`src/rtl/usb_eop_pkg.sv`:
```
// Package: shared types for the end-of-packet detector.
// The state encodings are exported as-is on a debug port and must not change.
package usb_eop_pkg;

    // Detector states; the encodings are visible to debug tooling.
    typedef enum logic [2:0] {
        ST_IDLE    = 3'b000,
        ST_FS_SE0A = 3'b100,
        ST_FS_SE0B = 3'b010,
        ST_FS_SE0Q = 3'b110,
        ST_END_OK  = 3'b001,
        ST_LS_SE0A = 3'b101,
        ST_LS_SE0Q = 3'b011,
        ST_END_BAD = 3'b111
    } eop_state_t;

    // Raw line class, bit order {dp, dm}.
    typedef enum logic [1:0] {
        LN_SE0 = 2'b00,
        LN_DM  = 2'b01,
        LN_DP  = 2'b10,
        LN_SE1 = 2'b11
    } line_t;

    // Status code shown while a malformed ending is reported.
    localparam logic [5:0] BAD_END_STATUS = 6'b110111;

endpackage

```
`src/rtl/usb_eop_line_sync.sv`:
```
// Module: resynchronises the two asynchronous receiver outputs into the
// sample clock domain and presents them as a line class.
// Assumes STAGES >= 1. On reset the line is taken as idle (D+ high).
module usb_eop_line_sync
    import usb_eop_pkg::*;
#(
    parameter int STAGES = 2
) (
    input  logic  clk,
    input  logic  rst_n,
    input  logic  dp_i,
    input  logic  dm_i,
    output line_t line_o
);

    localparam int CHAIN_W = 2 * STAGES;

    logic [CHAIN_W-1:0] chain_q;

    generate
        if (STAGES == 1) begin : g_single
            // Purpose: single register stage captures the wires.
            always_ff @(posedge clk) begin
                if (!rst_n) chain_q <= 2'b10;
                else        chain_q <= {dp_i, dm_i};
            end
        end else begin : g_multi
            // Purpose: shift the wire pair through the resync chain.
            always_ff @(posedge clk) begin
                if (!rst_n) chain_q <= {STAGES{2'b10}};
                else        chain_q <= {chain_q[CHAIN_W-3:0], dp_i, dm_i};
            end
        end
    endgenerate

    assign line_o = line_t'(chain_q[CHAIN_W-1 -: 2]);

endmodule

```
`src/rtl/usb_eop_run_counter.sv`:
```
// Module: counts consecutive SE0 samples of the run now in progress.
// Saturates at MAX_COUNT. It clears whenever the state machine says the next
// state is not part of an SE0 run.
module usb_eop_run_counter #(
    parameter int MAX_COUNT = 15,
    parameter int CW        = 5
) (
    input  logic          clk,
    input  logic          rst_n,
    input  logic          run_next_i,
    output logic [CW-1:0] count_o
);

    localparam logic [CW-1:0] CAP = CW'(MAX_COUNT);

    // Purpose: count run samples, clear outside a run, hold at the cap.
    always_ff @(posedge clk) begin
        if (!rst_n)           count_o <= '0;
        else if (!run_next_i) count_o <= '0;
        else if (count_o < CAP) count_o <= count_o + 1'b1;
    end

endmodule

```
`src/rtl/usb_eop_fsm.sv`:
```
// Module: end-of-packet state machine.
// It watches SE0 runs, qualifies them against the threshold for the speed
// latched at the start of the run, and classifies the value that follows.
// Assumes FS_SAMPLES >= 3 and LS_SAMPLES >= 2, and that run_cnt_i counts the
// SE0 samples already absorbed in the current run.
module usb_eop_fsm
    import usb_eop_pkg::*;
#(
    parameter int FS_SAMPLES = 3,
    parameter int LS_SAMPLES = 15,
    parameter int CW         = 5
) (
    input  logic          clk,
    input  logic          rst_n,
    input  line_t         line_i,
    input  logic          low_speed_i,
    input  logic [CW-1:0] run_cnt_i,
    output eop_state_t    state_o,
    output logic          run_next_o
);

    localparam logic [CW-1:0] FS_T = CW'(FS_SAMPLES);
    localparam logic [CW-1:0] LS_T = CW'(LS_SAMPLES);

    eop_state_t    state_q;
    eop_state_t    state_d;
    logic          is_se0;
    logic [CW-1:0] cnt_inc;

    assign is_se0  = (line_i == LN_SE0);
    assign cnt_inc = run_cnt_i + 1'b1;

    // Purpose: next-state decision for one line sample.
    always_comb begin
        state_d = state_q;
        unique case (state_q)
            ST_IDLE: begin
                if (is_se0) state_d = low_speed_i ? ST_LS_SE0A : ST_FS_SE0A;
            end
            ST_FS_SE0A: begin
                state_d = is_se0 ? ST_FS_SE0B : ST_IDLE;
            end
            ST_FS_SE0B: begin
                if (!is_se0)              state_d = ST_IDLE;
                else if (cnt_inc >= FS_T) state_d = ST_FS_SE0Q;
            end
            ST_FS_SE0Q: begin
                if (!is_se0) state_d = (line_i == LN_DP) ? ST_END_OK : ST_END_BAD;
            end
            ST_LS_SE0A: begin
                state_d = is_se0 ? ST_LS_SE0Q : ST_IDLE;
            end
            ST_LS_SE0Q: begin
                if (!is_se0) begin
                    if (run_cnt_i >= LS_T)
                        state_d = (line_i == LN_DM) ? ST_END_OK : ST_END_BAD;
                    else
                        state_d = ST_IDLE;
                end
            end
            ST_END_OK:  state_d = ST_IDLE;
            ST_END_BAD: state_d = ST_IDLE;
            default:    state_d = ST_IDLE;
        endcase
    end

    // Purpose: tell the counter whether the next state continues a run.
    always_comb begin
        unique case (state_d)
            ST_FS_SE0A, ST_FS_SE0B, ST_FS_SE0Q,
            ST_LS_SE0A, ST_LS_SE0Q: run_next_o = 1'b1;
            default:                run_next_o = 1'b0;
        endcase
    end

    // Purpose: state register.
    always_ff @(posedge clk) begin
        if (!rst_n) state_q <= ST_IDLE;
        else        state_q <= state_d;
    end

    assign state_o = state_q;

endmodule

```
`src/rtl/usb_eop_detector.sv`:
```
// Module: top level of the USB end-of-packet detector.
// It resynchronises the receiver wires, counts SE0 runs, and drives the
// ending strobe, the bad-ending flag, the status code and the raw state.
// Assumes clk oversamples the full-speed bit rate four times.
module usb_eop_detector
    import usb_eop_pkg::*;
#(
    parameter int SYNC_STAGES = 2,
    parameter int FS_SAMPLES  = 3,
    parameter int LS_SAMPLES  = 15
) (
    input  logic       clk,
    input  logic       rst_n,
    input  logic       line_dp,
    input  logic       line_dm,
    input  logic       low_speed,
    output logic       eop_pulse,
    output logic       bad_eop,
    output logic [5:0] status_code,
    output logic [2:0] fsm_state
);

    localparam int MAX_T = (FS_SAMPLES > LS_SAMPLES) ? FS_SAMPLES : LS_SAMPLES;
    localparam int CW    = $clog2(MAX_T + 2);

    line_t         line_s;
    logic [CW-1:0] run_cnt;
    logic          run_next;
    eop_state_t    state;

    usb_eop_line_sync #(.STAGES(SYNC_STAGES)) u_sync (
        .clk    (clk),
        .rst_n  (rst_n),
        .dp_i   (line_dp),
        .dm_i   (line_dm),
        .line_o (line_s)
    );

    usb_eop_run_counter #(.MAX_COUNT(MAX_T), .CW(CW)) u_cnt (
        .clk        (clk),
        .rst_n      (rst_n),
        .run_next_i (run_next),
        .count_o    (run_cnt)
    );

    usb_eop_fsm #(.FS_SAMPLES(FS_SAMPLES), .LS_SAMPLES(LS_SAMPLES), .CW(CW)) u_fsm (
        .clk         (clk),
        .rst_n       (rst_n),
        .line_i      (line_s),
        .low_speed_i (low_speed),
        .run_cnt_i   (run_cnt),
        .state_o     (state),
        .run_next_o  (run_next)
    );

    // Purpose: decode the ending outputs from the registered state.
    always_comb begin
        eop_pulse   = (state == ST_END_OK) || (state == ST_END_BAD);
        bad_eop     = (state == ST_END_BAD);
        status_code = (state == ST_END_BAD) ? BAD_END_STATUS : 6'b000000;
    end

    assign fsm_state = state;

endmodule

```
`config.mk`:
```
export PLATFORM = sky130hd
export DESIGN_NAME = usb_eop_detector
export DESIGN_NICKNAME = d
export VERILOG_FILES = /design/src/rtl/usb_eop_pkg.sv /design/src/rtl/usb_eop_line_sync.sv /design/src/rtl/usb_eop_run_counter.sv /design/src/rtl/usb_eop_fsm.sv /design/src/rtl/usb_eop_detector.sv
export SDC_FILE = /design/constraint.sdc
export NUM_CORES = 1
export LEC_CHECK = 0
export BUFFER_PORTS_ARGS = -buffer_cell sky130_fd_sc_hd__buf_2
export CORE_MARGIN = 3
export CORE_UTILIZATION = 51
export CTS_CLUSTER_DIAMETER = 50
export CTS_CLUSTER_SIZE = 16
export DETAILED_ROUTE_END_ITERATION = 12
export PLACE_DENSITY = 0.76
export SYNTH_ARGS = -nofsm -noshare
export SYNTH_HDL_FRONTEND = slang
export SYNTH_SLANG_ARGS = --single-unit
export TNS_END_PERCENT = 100
```
`constraint.sdc`:
```
create_clock -name clk -period 2.5 [get_ports clk]
set_input_delay 0 -clock clk [delete_from_list [all_inputs] [get_ports clk]]
set_output_delay 0 -clock clk [all_outputs]
set_load 0.01 [all_outputs]
```
## Word-level counts from Yosys, hierarchy flattened

Index checks and enable logic that the tools add are counted.

| storage, ports and cells | value |
|---|---|
| register bits after elaboration | 12 |
| input bits | 5 |
| output and inout bits | 11 |

| operators by class | value |
|---|---|
| $add $sub $neg | 1 |
| order comparisons | 3 |
| equality and inequality tests | 14 |
| muxes and demuxes | 14 |
| reduce and logical (&&, ||, !) cells | 6 |

Operator list:

| kind | number |
|---|---|
| $mux 3 | 8 |
| $eq 3x3->1 const B | 7 |
| $pmux 3 s7 | 1 |
| $eq 3x2->1 const B | 4 |
| $mux 6 | 1 |
| $add 5x1->5 const B | 1 |
| $ge 5x2->1 const B | 1 |
| $ge 5x4->1 const B | 1 |
| $lt 5x4->1 const B | 1 |
| $reduce_or 5->1 | 1 |
| $mux 2 | 2 |
| $eq 3x1->1 const B | 1 |
| $logic_not 3->1 | 1 |
| $eq 2x1->1 const B | 1 |
| $eq 2x2->1 const B | 1 |
| $logic_not 2->1 | 1 |
| $mux 1 | 2 |
| $reduce_and 2->1 | 1 |
| $reduce_or 2->1 | 1 |
| $logic_or 1x1->1 | 1 |

## Depth between registers and ports, before layout

| depth | value |
|---|---|
| depth in word-level cells | 9 |
| mapped depth | 8 |
| gate-level depth less buffers | 8 |

## Modules after synthesis

Synthesis repeated with hierarchy kept, for this count alone.

| unflattened totals | value |
|---|---|
| cells, all modules | 85 |
| area total of the unflattened synthesis | 742.0 sq um |

Modules (own cells, without submodules):

| module | instances | cells an instance | area each (sq um) | sequential area each (sq um) |
|---|---|---|---|---|
| usb_eop_fsm | 1 | 42 | 335.3 | 60.1 |
| usb_eop_run_counter | 1 | 23 | 215.2 | 100.1 |
| usb_eop_line_sync | 1 | 10 | 120.1 | 80.1 |
| usb_eop_detector | 1 | 10 | 71.3 | 0.0 |

## Worst setup path before layout

No wires, ideal clock.

| path | value |
|---|---|
| kind | register to register |
| from | register u_cnt.count_o[0] |
| to | register u_cnt.count_o[0] |
| setup time | 0.087 ns |
| data arrival time | 2.152 ns |
| required time | 2.413 ns |
| setup slack | 0.261 ns |
| cell stages (with the launch flop) | 9 |
| buffers on the path | 0 |
| period minus slack after synthesis | 2.239 ns |
| cells stage by stage | dfxtp_1 ha_1 and3_1 ha_1 nand2b_1 a2111oi_4 o211ai_2 or3_4 a221oi_2 |

| between the ends | value |
|---|---|
| longest elaborated chain between the ends | 9 |
| elaborated cells on any way between the ends | 17 |
| classes of those cells | add/sub (1); order compare (3); eq/ne (5); mux (6); reduce/logical (2) |

RTL lines:

| what | RTL line | RTL |
|---|---|---|
| start, declared | usb_eop_run_counter.sv:11 | `output logic [CW-1:0] count_o` |
| start signal, assigned | usb_eop_run_counter.sv:20 | `else if (count_o < CAP) count_o <= count_o + 1'b1;` |
| $add 5x1->5 | usb_eop_run_counter.sv:20, usb_eop_fsm.sv:31 |  |
| $ge 5x2->1 | usb_eop_fsm.sv:45 | `else if (cnt_inc >= FS_T) state_d = ST_FS_SE0Q;` |
| $mux 3 | usb_eop_fsm.sv:45 |  |
| $mux 3 | usb_eop_fsm.sv:44 | `if (!is_se0) state_d = ST_IDLE;` |
| $pmux 3 s7 | usb_eop_fsm.sv:36 | `unique case (state_q)` |
| $eq 3x3->1 or $eq 3x2->1 (tied branches) | usb_eop_fsm.sv:69 | `unique case (state_d)` |
| $reduce_or 5->1 | usb_eop_fsm.sv:69 |  |
| $mux 1 | usb_eop_fsm.sv:69 |  |
| $reduce_and 2->1 (no line) | -- |  |

Parallel ways exist; a longest one is shown, timed or not.
A chain may end at the register's enable or synchronous reset.

## Final worst setup path

Same ends and word-level chain as after synthesis.

==> flow_summary.json <==
{
  "hold_class": "in2reg",
  "vdd_drop_max_v": 0.0003478,
  "viasPerCell": 5.500,
  "root_buffer": "clkbuf_4",
  "htreeDepth": 1,
  "clkSlewWorstSetupHoldPaths_ps": 70,
  "drive_above_1_share": 0.2929,
  "synth_top_family_by_area": "simple AND/OR/NAND/NOR gates",
  "switchingPower_uw": 92.74,
  "yosysWarnings": 0,
  "cts_sinks": 12,
  "start_kind": "flop",
  "switching_share": 0.2283,
  "grt_pass1_wl_microns": 2290,
  "grt_setup_unrepaired": "false",
  "antenna_cells": 0,
  "crit_required_ps": 2680,
  "io_pins": 16,
  "setup_tns_ps": 0,
  "syn_area_sq_um": 735.7,
  "wirelength_microns": 1374,
  "cts_tree": "done",
  "die_h_microns": 43.98,
  "place_hpwl_microns": 1086,
  "pre_cts_ws_ps": 179.9,
  "endpoint_kind": "flop",
  "cp_cell_sequence": "ha_1 -> and3_1 -> ha_1 -> nand2b_1 -> a2111oi_4 -> o211ai_2 -> or3_4 -> a221oi_2",
  "cp_max_fo": 5,
  "combinationalPowerShare": 0.135,
  "grt_overflow": 0,
  "cts-resized-gates": 0,
  "synth_mux_area_frac": 0,
  "synthXorXnorAreaFrac": 0.02381,
  "setup_viol": 0,
  "status": "complete, no violations",
  "wire_per_inst_microns": 12.05,
  "cap_violations": 0,
  "dr.pass1.iters": 4,
  "yosysSeqAreaShare": 0.3265,
  "yosys.area_share.simple": 0.2636,
  "synth_compound_area_frac": 0.2228,
  "hold_depth": 5,
  "drv_slew": 0,
  "gr-usage-all-layers": 0.1579,
  "initial_core_util": 0.5516,
  "mostFrequentLayoutCell": "buf_2",
  "die_x_microns": 43.98,
  "syn_inst": 82,
  "port_buffers": 14,
  "drtIter0Drc": 17,
  "cpPeakStageDelay_ps": 410,
  "sequentialPowerShare": 0.505,
  "setup_ws_ps": 171.2,
  "vias": 627,
  "syn_nets": 90,
  "core_area_sq_um": 1334,
  "hold_slack_ps": 279.4,
  "powerDensity_nw_per_um2": 472.5,
  "ff2ff_path_depth": 8,
  "power_frac_clock": 0.360,
  "cts-buffers-inserted": 3,
  "arrival_ps": 2510,
  "clock.fmax_mhz": 429.4,
  "grt_pass1_vias": 565,
  "grt_max_degree": 11,
  "place_congestion": 0.7885,
  "p_leak_nw": 0.4246,
  "avgSynthCellArea_sq_um": 8.972,
  "grt_antenna_before_repair": 0,
  "p_int_uw": 313.4,
  "period_minus_slack_ps": 2329,
  "post_cts_buffers": 0,
  "yosys.area_share.adder": 0.05102,
  "finalHoldViolCount": 0,
  "timing.final.crit_share": 0.9315,
  "rows": 13,
  "crit_type": "reg2reg",
  "crit_slowest_cell": "or3_4",
  "dieArea_sq_um": 1934,
  "ys_types": 35,
  "fin_nets": 108,
  "worstSkewPairLatency_ps": 260,
  "layout_common_cells": "14 x buf_2, 12 x dfxtp_1, 7 x a21oi_1",
  "fillCellCount": 119,
  "path_common_cell": "ha_1",
  "fin_skew_ps": 2.102,
  "syn_to_final_growth_pct": 16.84,
  "cts_buffer_depth": 2,
  "drtAntennaViolNets": 0,
  "drc": 0,
  "ys_ff_latch": 12
}
## synth_stat cells
library cell	n	area, sq um
conb_1	1	3.750
nand2b_1	4	25.02
inv_1	6	22.52
and3_2	1	7.510
o311a_1	1	10.01
nand4_2	1	12.51
and3_1	2	12.51
or3_4	1	11.26
nor3_1	2	10.01
o211ai_2	1	12.51
or2_2	2	12.51
dfxtp_1	12	240.2
xor2_1	2	17.52
and4_1	1	8.760
nand3_1	4	20.02
a221oi_2	1	15.01
a2111oi_4	1	27.53
and4b_2	1	11.26
a21boi_0	1	7.510
nor2_1	6	22.52
nand2_1	3	11.26
a41oi_1	1	8.760
and2_1	2	12.51
a21oi_1	7	35.03
ha_1	3	37.54
o2111ai_1	1	8.760
or4b_1	1	10.01
a31o_1	1	8.760
o32ai_1	1	8.760
nor2b_1	1	6.260
a41o_1	1	10.01
a31oi_1	1	6.260
buf_4	6	45.04
o21ai_0	1	5.000
buf_6	1	11.26
## layout make-up
cell class / count / area (sq um) / share of cell area
multi-input combinational: 57 / 416.7 / 0.4847
sequential: 12 / 240.2 / 0.2795
timing repair buffer: 20 / 125.1 / 0.1456
clock buffer: 4 / 36.28 / 0.04221
inverter: 6 / 22.52 / 0.02620
tap: 15 / 18.77 / 0.02183
## timing repair
action,in CTS,in global routing
hold endpoints to repair,3,0
hold buffers,4,0
setup endpoints to repair,0,0
## flip-flops by register name, summed over array words and instances (netlist names)
name and flops:
u_fsm.state_o 3, u_cnt.count_o 5, u_sync.chain_q 4
## path summary, 6_finish.rpt
path	from	end	slack (ps)
worst min register to register	u_sync.chain_q[1]	u_sync.chain_q[3]	420
worst min-delay path	low_speed	u_fsm.state_o[0]	280
worst max register to register	u_cnt.count_o[0]	u_cnt.count_o[0]	170
worst max-delay path	u_cnt.count_o[0]	u_cnt.count_o[0]	170
## metal layers
layer,global-route usage,vias to the layer above,wire [microns]
met5,0,-,0
met4,0.09036,0,9
met3,0.01245,2,83
met2,0.2326,21,616
met1,0.2236,278,664
li1,-,326,-
## power groups by stage
stage                     clock network (mW)  registers (mW)  logic, mW
after floorplan                            0           0.210     0.0337
after global placement                     0           0.209     0.0483
after detailed placement                   0           0.210     0.0501
after CTS                              0.150           0.205     0.0550
after global routing                   0.160           0.206     0.0610
final                                  0.146           0.205     0.0549
## critical path: cells and delay by family, from the launching register on
family / cells / cell delay (ps)
AND/OR/NAND/NOR: 3 / 700
AO/OA/AOI/OAI: 3 / 690
adder cells (fa/ha/maj): 2 / 520
flip-flops: 1 / 330
## logic make-up (layout without fill, tap and decap cells)
kind of cell               count (synthesis)  in the layout
xor gates and xnor gates                   2              2
DFF                                       12             12
and+or+nand+nor                           32             32
AOI/OAI and AO/OA                         19             19
adders and majority gates                  3              3
other                                      1              1
buffers and inverters                     13             30
## per-stage QoR
stage            util  area [sq um]  power (mW)  instances
6_report       0.6445         859.6      0.4062        114
4_1_cts        0.6445         859.6      0.4105        114
2_1_floorplan       -         735.7      0.2441         82
3_3_place_gp   0.5872         783.3      0.2574        106
5_1_grt        0.6445         859.6      0.4276        114
3_5_place_dp   0.5872         783.3      0.2598        106
No activity file was read; power rests on OpenSTA's default activity.
